## src/rtl/dcc_pkg.sv

```systemverilog
package dcc_pkg;

   // Selects how the wrap code is recognised.
   typedef enum logic {
      DEC_PARTIAL = 1'b0,   // AND of the bits that are set in the wrap code
      DEC_FULL    = 1'b1    // full equality compare against the wrap code
   } dec_style_e;

   // Number of set bits in a code; used to size the decode report.
   function automatic int unsigned ones_in(input int unsigned code);
      int unsigned n;
      n = 0;
      for (int i = 0; i < 32; i++) begin
         if (code[i]) n++;
      end
      return n;
   endfunction

endpackage

```

## src/rtl/dcc_step.sv

```systemverilog
module dcc_step #(
   parameter int unsigned WIDTH = 4
) (
   input  logic [WIDTH-1:0] cur_i,
   output logic [WIDTH:0]   nxt_o
);

   // One bit wider than the state, so that a wrap code of 2^WIDTH is reachable.
   always_comb begin
      nxt_o = {1'b0, cur_i} + {{WIDTH{1'b0}}, 1'b1};
   end

endmodule

```

## src/rtl/dcc_wrap_decode.sv

```systemverilog
module dcc_wrap_decode
   import dcc_pkg::*;
#(
   parameter int unsigned WIDTH    = 4,
   parameter int unsigned MOD_CODE = 10,
   parameter dec_style_e  STYLE    = DEC_PARTIAL
) (
   input  logic [WIDTH:0] probe_i,
   output logic           wrap_clr_n_o
);

   localparam logic [WIDTH:0] WRAP_PAT = (WIDTH+1)'(MOD_CODE);
   localparam int unsigned    TAP_CNT  = ones_in(MOD_CODE);

   generate
      if (STYLE == DEC_PARTIAL) begin : g_partial
         // Bits outside the pattern are forced high; only the tapped bits
         // decide. For the default pattern this is bit3 AND bit1.
         logic [WIDTH:0] taps;
         always_comb begin
            taps         = probe_i | ~WRAP_PAT;
            wrap_clr_n_o = ~(&taps);
         end
         if (TAP_CNT < 1) begin : g_no_taps
            $error("dcc_wrap_decode: wrap pattern has no set bits");
         end
      end else begin : g_full
         always_comb begin
            wrap_clr_n_o = (probe_i != WRAP_PAT);
         end
      end
   endgenerate

endmodule

```

## src/rtl/dcc_state.sv

```systemverilog
module dcc_state #(
   parameter int unsigned WIDTH = 4
) (
   input  logic             clk,
   input  logic             clr_n,
   input  logic             cnt_en,
   input  logic             wrap_clr_n,
   input  logic [WIDTH-1:0] nxt_i,
   output logic [WIDTH-1:0] q_o
);

   // Asynchronous external clear; the decoded clear acts synchronously and
   // loads zero in place of the wrap code.
   always_ff @(posedge clk or negedge clr_n) begin
      if (!clr_n) begin
         q_o <= '0;
      end else if (cnt_en) begin
         q_o <= wrap_clr_n ? nxt_i : '0;
      end
   end

endmodule

```

## src/rtl/dec_clr_counter.sv

```systemverilog
module dec_clr_counter
   import dcc_pkg::*;
#(
   parameter int unsigned WIDTH    = 4,
   parameter int unsigned MOD_CODE = 10,
   parameter dec_style_e  STYLE    = DEC_PARTIAL
) (
   input  logic             clk,
   input  logic             clr_n,
   input  logic             cnt_en,
   output logic [WIDTH-1:0] count_q,
   output logic             term_o
);

   localparam int unsigned   SPAN     = 1 << WIDTH;
   localparam logic [WIDTH:0] MOD_W   = (WIDTH+1)'(MOD_CODE);
   localparam logic [WIDTH-1:0] LAST_V = WIDTH'(MOD_CODE - 1);

   generate
      if (WIDTH < 1 || WIDTH > 16) begin : g_bad_width
         $error("dec_clr_counter: WIDTH must lie in 1..16");
      end
      if (MOD_CODE < 2 || MOD_CODE > SPAN) begin : g_bad_mod
         $error("dec_clr_counter: MOD_CODE must lie in 2..2^WIDTH");
      end
   endgenerate

   logic [WIDTH:0] nxt;
   logic           wrap_clr_n;

   dcc_step #(.WIDTH(WIDTH)) step_i (
      .cur_i (count_q),
      .nxt_o (nxt)
   );

   dcc_wrap_decode #(.WIDTH(WIDTH), .MOD_CODE(MOD_CODE), .STYLE(STYLE)) dec_i (
      .probe_i      (nxt),
      .wrap_clr_n_o (wrap_clr_n)
   );

   dcc_state #(.WIDTH(WIDTH)) state_i (
      .clk        (clk),
      .clr_n      (clr_n),
      .cnt_en     (cnt_en),
      .wrap_clr_n (wrap_clr_n),
      .nxt_i      (nxt[WIDTH-1:0]),
      .q_o        (count_q)
   );

   // The decoded clear is armed exactly when the next code would be the wrap
   // code, i.e. while sitting on the last value.
   assign term_o = ~wrap_clr_n;

   // ---------------- assertions ----------------
   p_range_r2: assert property (@(posedge clk) disable iff (!clr_n)
      {1'b0, count_q} < MOD_W);

   p_step_r1: assert property (@(posedge clk) disable iff (!clr_n)
      (cnt_en && count_q != LAST_V) |=> (count_q == $past(count_q) + 1'b1));

   p_wrap_r3: assert property (@(posedge clk) disable iff (!clr_n)
      (cnt_en && count_q == LAST_V) |=> (count_q == '0));

   p_decode_r3: assert property (@(posedge clk) disable iff (!clr_n)
      !wrap_clr_n |-> (nxt == MOD_W));

   p_hold_r5: assert property (@(posedge clk) disable iff (!clr_n)
      !cnt_en |=> $stable(count_q));

   p_term_r7: assert property (@(posedge clk) disable iff (!clr_n)
      (cnt_en && term_o) |=> !term_o);

   generate
      if (MOD_CODE % 2 == 0) begin : g_even_chk
         p_lsb_r4: assert property (@(posedge clk) disable iff (!clr_n)
            cnt_en |=> (count_q[0] != $past(count_q[0])));
      end
   endgenerate

endmodule

```

## config.mk

```make
export PLATFORM = sky130hd
export DESIGN_NAME = dec_clr_counter
export DESIGN_NICKNAME = d
export VERILOG_FILES = /design/src/rtl/dcc_pkg.sv /design/src/rtl/dcc_step.sv /design/src/rtl/dcc_wrap_decode.sv /design/src/rtl/dcc_state.sv /design/src/rtl/dec_clr_counter.sv
export SDC_FILE = /design/constraint.sdc
export NUM_CORES = 1
export LEC_CHECK = 0
export BUFFER_PORTS_ARGS = -buffer_cell sky130_fd_sc_hd__buf_2
export CORE_AREA = 2 2 39 41
export DETAILED_ROUTE_END_ITERATION = 6
export DIE_AREA = 0 0 41 43
export GPL_ROUTABILITY_DRIVEN = 0
export MAX_ROUTING_LAYER = met4
export SYNTH_ARGS = -nofsm -noshare
export SYNTH_HDL_FRONTEND = slang
export SYNTH_SLANG_ARGS = --single-unit
```

## constraint.sdc

```tcl
create_clock -name clk -period 3.4 [get_ports clk]
set_input_delay 0.51 -clock clk [delete_from_list [all_inputs] [get_ports clk]]
set_output_delay 0.51 -clock clk [all_outputs]
set_load 0.005 [all_outputs]
```

==> impl_metrics.yaml, run 1 <==
hold_path:
  hold_class: "input port to async pin"
clock_network:
  post_cts.repair.setup_buffers: 0
  cts_buffers: 3
  ctsResizeCount: 0
  cts_tree: "built"
  ctsRootBufferMaster: "clkbuf_4"
  cts.sinks: 4
  clkSlewWorstSetupHoldPaths_ns: 0.04
  insertion_delay_ns: 0.23
  hold_buffers: 0
  clockBufferDepth: 2
  htreeDepth: 1
logic_synthesis:
  synth-xor-area-share_pct: 6.306
  synth_cells: 29
  yosys.area_share.simple_pct: 28.83
  synthAdderAreaFrac_pct: 4.505
  synth_top_family_by_area: "simple AND/OR/NAND/NOR gates"
  yosysTopAreaCellShare_pct: 36.04
  ys_warn_count: 0
  syn_area_per_cell_um2: 9.578
  yosys_most_used_dff: "dfrtp_1"
  ys_types: 21
  synth_edf_count: 0
  synthMuxAreaShare_pct: 0
  synth.top_cells.by_count: "dfrtp_1 (4), nand2_1 (4), inv_1 (2), o21ai_0 (2)"
  async_flop_share_pct: 100.0
  synth-compound-area-share_pct: 15.77
  seq_area_frac_synth_pct: 36.04
  synthTopCellsByArea: "dfrtp_1 (36%), nand2_1 (5.4%), nor2b_4 (5.0%)"
  yosys.area.top_type: "dfrtp_1"
  syn_area_um2: 277.8
  ys_seq_elements: 4
  synth.net_count: 33
global_route:
  grt_antenna_before_repair: 0
  grtUsageTotal_pct: 8.359
  grt_pass1_vias: 215
  grt_max_degree: 10
  overflow: 0
  grt_pass1_wl_um: 931
sta:
  period_minus_slack_ns: 1.849
  fin_tns_setup_ns: 0
  fin_skew_ns: 0.006076
  drv_slew: 0
  finalSetupViolations: 0
  period_share_pct: 54.37
  rsz0062_at_grt: "false"
  max-slew-margin-rel_pct: 81.98
  fmax_ghz: 0.5410
  hold_violations: 0
  tightest_slew_ns: 0.2703
critical_path:
  worstPathMaxFanout: 7
  cp-end-kind: "output pin"
  cp.arrival_ns: 1.34
  critPathRequiredTime_ns: 2.89
  critPathBufInv: 1
  ff2ff_setup_slack_ns: 2.09
  cpMaxStageDelayCell: "dfrtp_1"
  slowest_delay_ns: 0.42
  critPathLaunchType: "flip-flop"
  worstPathCellList: "ha_1 > and2_1 > buf_2"
  cp_top_family: "flip-flops"
  path_class: "flip-flop to output pin"
place:
  port_buffers: 7
  placed_cell_area_um2: 316.6
  dp.cells: 50
route:
  wire_per_inst_um: 10.15
  drc_errors: 0
  firstDrtPassIters: 2
  viasPerCell: 4.547
  drtAntennaViolNets: 0
  vias: 241
  finalWirelength_um: 538
  first_iter_violations: 3
final_layout:
  fin_util_pct: 24.50
  finalNonFillerCells: 53
  reg.largest.list: "state_i.q_o x4"
  layout-drive-gt1-share_pct: 35.14
  largest_reg_flops: 4
  regMostFlops: "state_i.q_o"
  num_antenna_cells: 0
  final_net_count: 43
  synthToLayoutAreaGrowth_pct: 22.07
  final_cell_area_um2: 339.1
floorplan:
  die_x_um: 41
  fp-row-count: 14
  die_h_um: 43
  ios: 8
  coreArea_um2: 1384
  die-area_um2: 1763
  initial_utilization_pct: 20.07
pwr:
  p_per_area_nw_per_um2: 801.4
  p_total_uw: 271.7
  p_leak_uw: 0.0001590
  irDropWorstVdd_mv: 0.2880
job:
  maxCapViolations: 0
status:
  status: "finished clean"
## final cells by class
type / instances / area, µm²
sequential: 4 / 100.1
inverter: 2 / 7.507
multi-input combinational: 21 / 153.9
timing repair buffer: 7 / 35.03
fill: 149 / 1045
tap: 16 / 20.02
clock buffer: 3 / 22.52
## cells in the final DEF (no fill, tap or decap), types with 2 or more instances in the layout
cell / count
buf_2: 7
nand2_1: 4
clkbuf_4: 3
inv_1: 2
dfrtp_1: 4
o21ai_0: 2
## worst register-to-register path: cells and delay by family, from the launching register on
family / cells / cell delay, ns
adder cells (fa/ha/maj): 1 / 0.40
AND/OR/NAND/NOR: 1 / 0.31
AO/OA/AOI/OAI: 1 / 0.13
flip-flops: 1 / 0.42
## layer usage
metal / routed length [µm] / up-vias / global-route usage (%)
met3: 28 / 2 / 3.141
met2: 243 / 7 / 9.375
li1: - / 123 / -
met4: 14 / 0 / 8.000
met5: 0 / - / -
met1: 251 / 109 / 10.71
## report_power, final
part | total [µW] | switching (µW) | internal (µW)
Sequential | 100 | 34.0 | 66.4
Clock | 57.3 | 17.9 | 39.4
Combinational | 114 | 55.3 | 58.8
Total | 272 | 107 | 165
## cells by family after synthesis
family,Yosys count
adder cells (fa/ha/maj),1
AO/OA/AOI/OAI,6
AND/OR/NAND/NOR,12
buffers and inverters,4
XOR/XNOR,2
flip-flops,4
## final timing paths
check                          startpoint        endpoint  cells after the start
hold reg to reg            state_i.q_o[0]  state_i.q_o[0]                      2
hold / removal                      clr_n  state_i.q_o[3]                      1
setup reg to reg           state_i.q_o[0]  state_i.q_o[3]                      3
min in group clk                   cnt_en  state_i.q_o[0]                      2
setup / recovery           state_i.q_o[0]          term_o                      3
max in group asynchronous           clr_n  state_i.q_o[1]                      1
## through the flow
step	worst slack [ns]	hold slack (ns)
CTS	1.546	0.07172
finish	1.551	0.07579
global placement	1.809	0.3179
floorplan	1.940	0.2144
global route	1.469	0.07202
detailed placement	1.798	0.3217
Note: power is estimated with default switching activity, not from simulation.
==> inputs of run 2 (changes only) <==
- ABC_AREA: unset -> 1
- clock period: 3.4 -> 1.6 ns (I/O delays scaled with it)
==> run 2 against run 1 <==
Effect of this change:
- sequential share of layout area decreased by 1.2 points
- register-to-register slack got worse by 1.7 ns
- worst hold slack improved by 0.17 ns
- routed wire length increased by 3.0%
- die area unchanged
- utilization increased by 0.99 points
- synthesized cell count increased by 14%
- final cell count increased by 15%
- power increased by 120%
- largest power group unchanged
- highest routed layer unchanged
==> impl_metrics.yaml, run 2 <==
critical_path:
  path_class: "flip-flop to output pin"
  worstPathCellList: "ha_4 > inv_1 > a21oi_2 > buf_2"
  ff2ff_setup_slack_ns: 0.41
  cp-end-kind: "output pin"
  cp.arrival_ns: 1.24
  slowest_delay_ns: 0.45
  cpMaxStageDelayCell: "dfrtp_1"
  worstPathMaxFanout: 6
  critPathLaunchType: "flip-flop"
  critPathRequiredTime_ns: 1.36
sta:
  post-route-worst-setup-slack_ns: 0.1181
  fin_tns_setup_ns: 0
  period_minus_slack_ns: 1.482
  max-slew-margin-rel_pct: 84.58
  period_share_pct: 92.62
  drv_slew: 0
  rsz0062_at_grt: "false"
  fin_skew_ns: 0.003177
  finalSetupViolations: 0
  tightest_slew_ns: 0.2312
  fmax_ghz: 0.6748
  hold_violations: 0
clock_network:
  htreeDepth: 1
  clockBufferDepth: 2
  cts_tree: "built"
  ctsRootBufferMaster: "clkbuf_4"
  cts.sinks: 4
  clkSlewWorstSetupHoldPaths_ns: 0.04
  insertion_delay_ns: 0.24
  cts_buffers: 3
pwr:
  p_comb_share_pct: 45.6
  switching_share_pct: 40.38
  irDropWorstVdd_mv: 0.6864
  p_leak_uw: 0.0001906
  netSwitchingPower_uw: 244.9
  p_clk_share_pct: 20.6
  intPower_uw: 361.5
  p_seq_share_pct: 33.8
  p_per_area_nw_per_um2: 1718
logic_synthesis:
  synthTopCellsByArea: "dfrtp_1 (41%), nand2_1 (14%), inv_1 (11%)"
  async_flop_share_pct: 100.0
  synth_cells: 33
  syn_area_per_cell_um2: 7.431
  synth.top_cells.by_count: "nand2_1 (9), inv_1 (7), dfrtp_1 (4), nand3_1 (4), o21ai_0 (3)"
  ys_types: 11
  synth.net_count: 37
  yosys.area.top_type: "dfrtp_1"
  synth_edf_count: 0
  seq_area_frac_synth_pct: 40.82
  yosysTopAreaCellShare_pct: 40.82
  ys_warn_count: 0
  ys_seq_elements: 4
  syn_area_um2: 245.2
  yosysMostFrequentCell: "nand2_1"
  yosys_most_used_dff: "dfrtp_1"
route:
  viasPerCell: 4.148
  finalWirelength_um: 554
  vias: 253
  wire_per_inst_um: 9.082
  first_iter_violations: 4
  drc_errors: 0
  firstDrtPassIters: 3
  drtAntennaViolNets: 0
floorplan:
  die_x_um: 41
  initial_utilization_pct: 17.72
  die_h_um: 43
  die-area_um2: 1763
  fp-row-count: 14
  ios: 8
  coreArea_um2: 1384
place:
  port_buffers: 7
  place_hpwl_um: 432.8
  place_ws_ns: 0.3192
final_layout:
  fin_util_pct: 25.50
  largest_reg_flops: 4
  final_cell_mix: "nand2_1 (9), inv_1 (7), buf_2 (7), nand3_1 (4), dfrtp_1 (4)"
  regMostFlops: "state_i.q_o"
  num_antenna_cells: 0
  layout_commonest_cell: "nand2_1"
  reg.largest.list: "state_i.q_o x4"
  final_net_count: 51
  synthToLayoutAreaGrowth_pct: 43.88
  layout-drive-gt1-share_pct: 31.11
global_route:
  grt_max_degree: 7
  grt_pass1_wl_mm: 1.048
  met2_usage_pct: 11.56
  use_met1_pct: 11.73
  grtUsageTotal_pct: 9.711
  top_usage_layer: "met1"
  overflow: 0
  met3_usage_pct: 6.283
  grt_antenna_before_repair: 0
  grt_pass1_vias: 250
job:
  maxCapViolations: 0
status:
  status: "finished clean"
hold_path:
  hold_class: "input port to flip-flop"
## run 2: stage by stage
stage	instances	hold WS [ns]	total power [µW]	instance area (µm²)
floorplan	33	-0.05559	353.1	245.2
global placement	57	0.04688	453.2	307.8
detailed placement	57	0.04688	459.3	307.8
CTS	61	0.2533	592.2	340.3
global route	61	0.2953	681.7	352.8
finish	61	0.2492	606.3	352.8
## run 2: critical path, delay by kind of cell (launching register included)
family / cells / cell delay, ns
flops: 1 / 0.45
fa+ha+maj: 1 / 0.31
buf+inv: 2 / 0.16
compound gates: 1 / 0.08
## run 2: final timing paths
path,from,end,depth (start not counted)
setup / recovery,state_i.q_o[1],term_o,4
hold / removal,cnt_en,state_i.q_o[3],2
setup reg to reg,state_i.q_o[1],state_i.q_o[0],4
hold reg to reg,state_i.q_o[1],state_i.q_o[1],2
max in group asynchronous,clr_n,state_i.q_o[2],2
min in group asynchronous,clr_n,state_i.q_o[1],2
## run 2: kinds of logic after synthesis
kind of cell | after synthesis | share of synthesized area (%)
compound gates | 4 | 9.693
xor+xnor | 1 | 3.572
fa+ha+maj | 1 | 5.101
buf+inv | 7 | 10.72
flops | 4 | 40.82
simple gates | 16 | 30.10
## run 2: final cells by class
cell class | count | area [µm²]
timing repair buffer | 9 | 52.55
inverter | 7 | 26.28
multi-input combinational | 22 | 131.4
clock buffer | 3 | 22.52
tap | 16 | 20.02
sequential | 4 | 100.1
fill | 159 | 1031
## run 2: power groups by stage
stage	Combinational [µW]	Sequential [µW]	Clock [µW]
5_1_grt	328	214	140
4_1_cts	266	196	130
3_3_place_gp	259	194	0
6_report	277	205	125
3_5_place_dp	263	197	0
2_1_floorplan	151	202	0
## run 2: metal layers
metal	part of all wire (%)	wire length, µm	vias to the layer above
li1	-	-	129
met1	45	247	113
met2	44	242	9
met3	9.0	50	2
met4	2.5	14	0
met5	0	0	-
## run 2: what timing repair did
item / in CTS / in global routing
endpoints found under the setup margin: 0 / 1
hold endpoints to repair: 4 / 0
gates resized for setup: 0 / 1
setup buffers: 0 / 0
hold buffers: 1 / 0
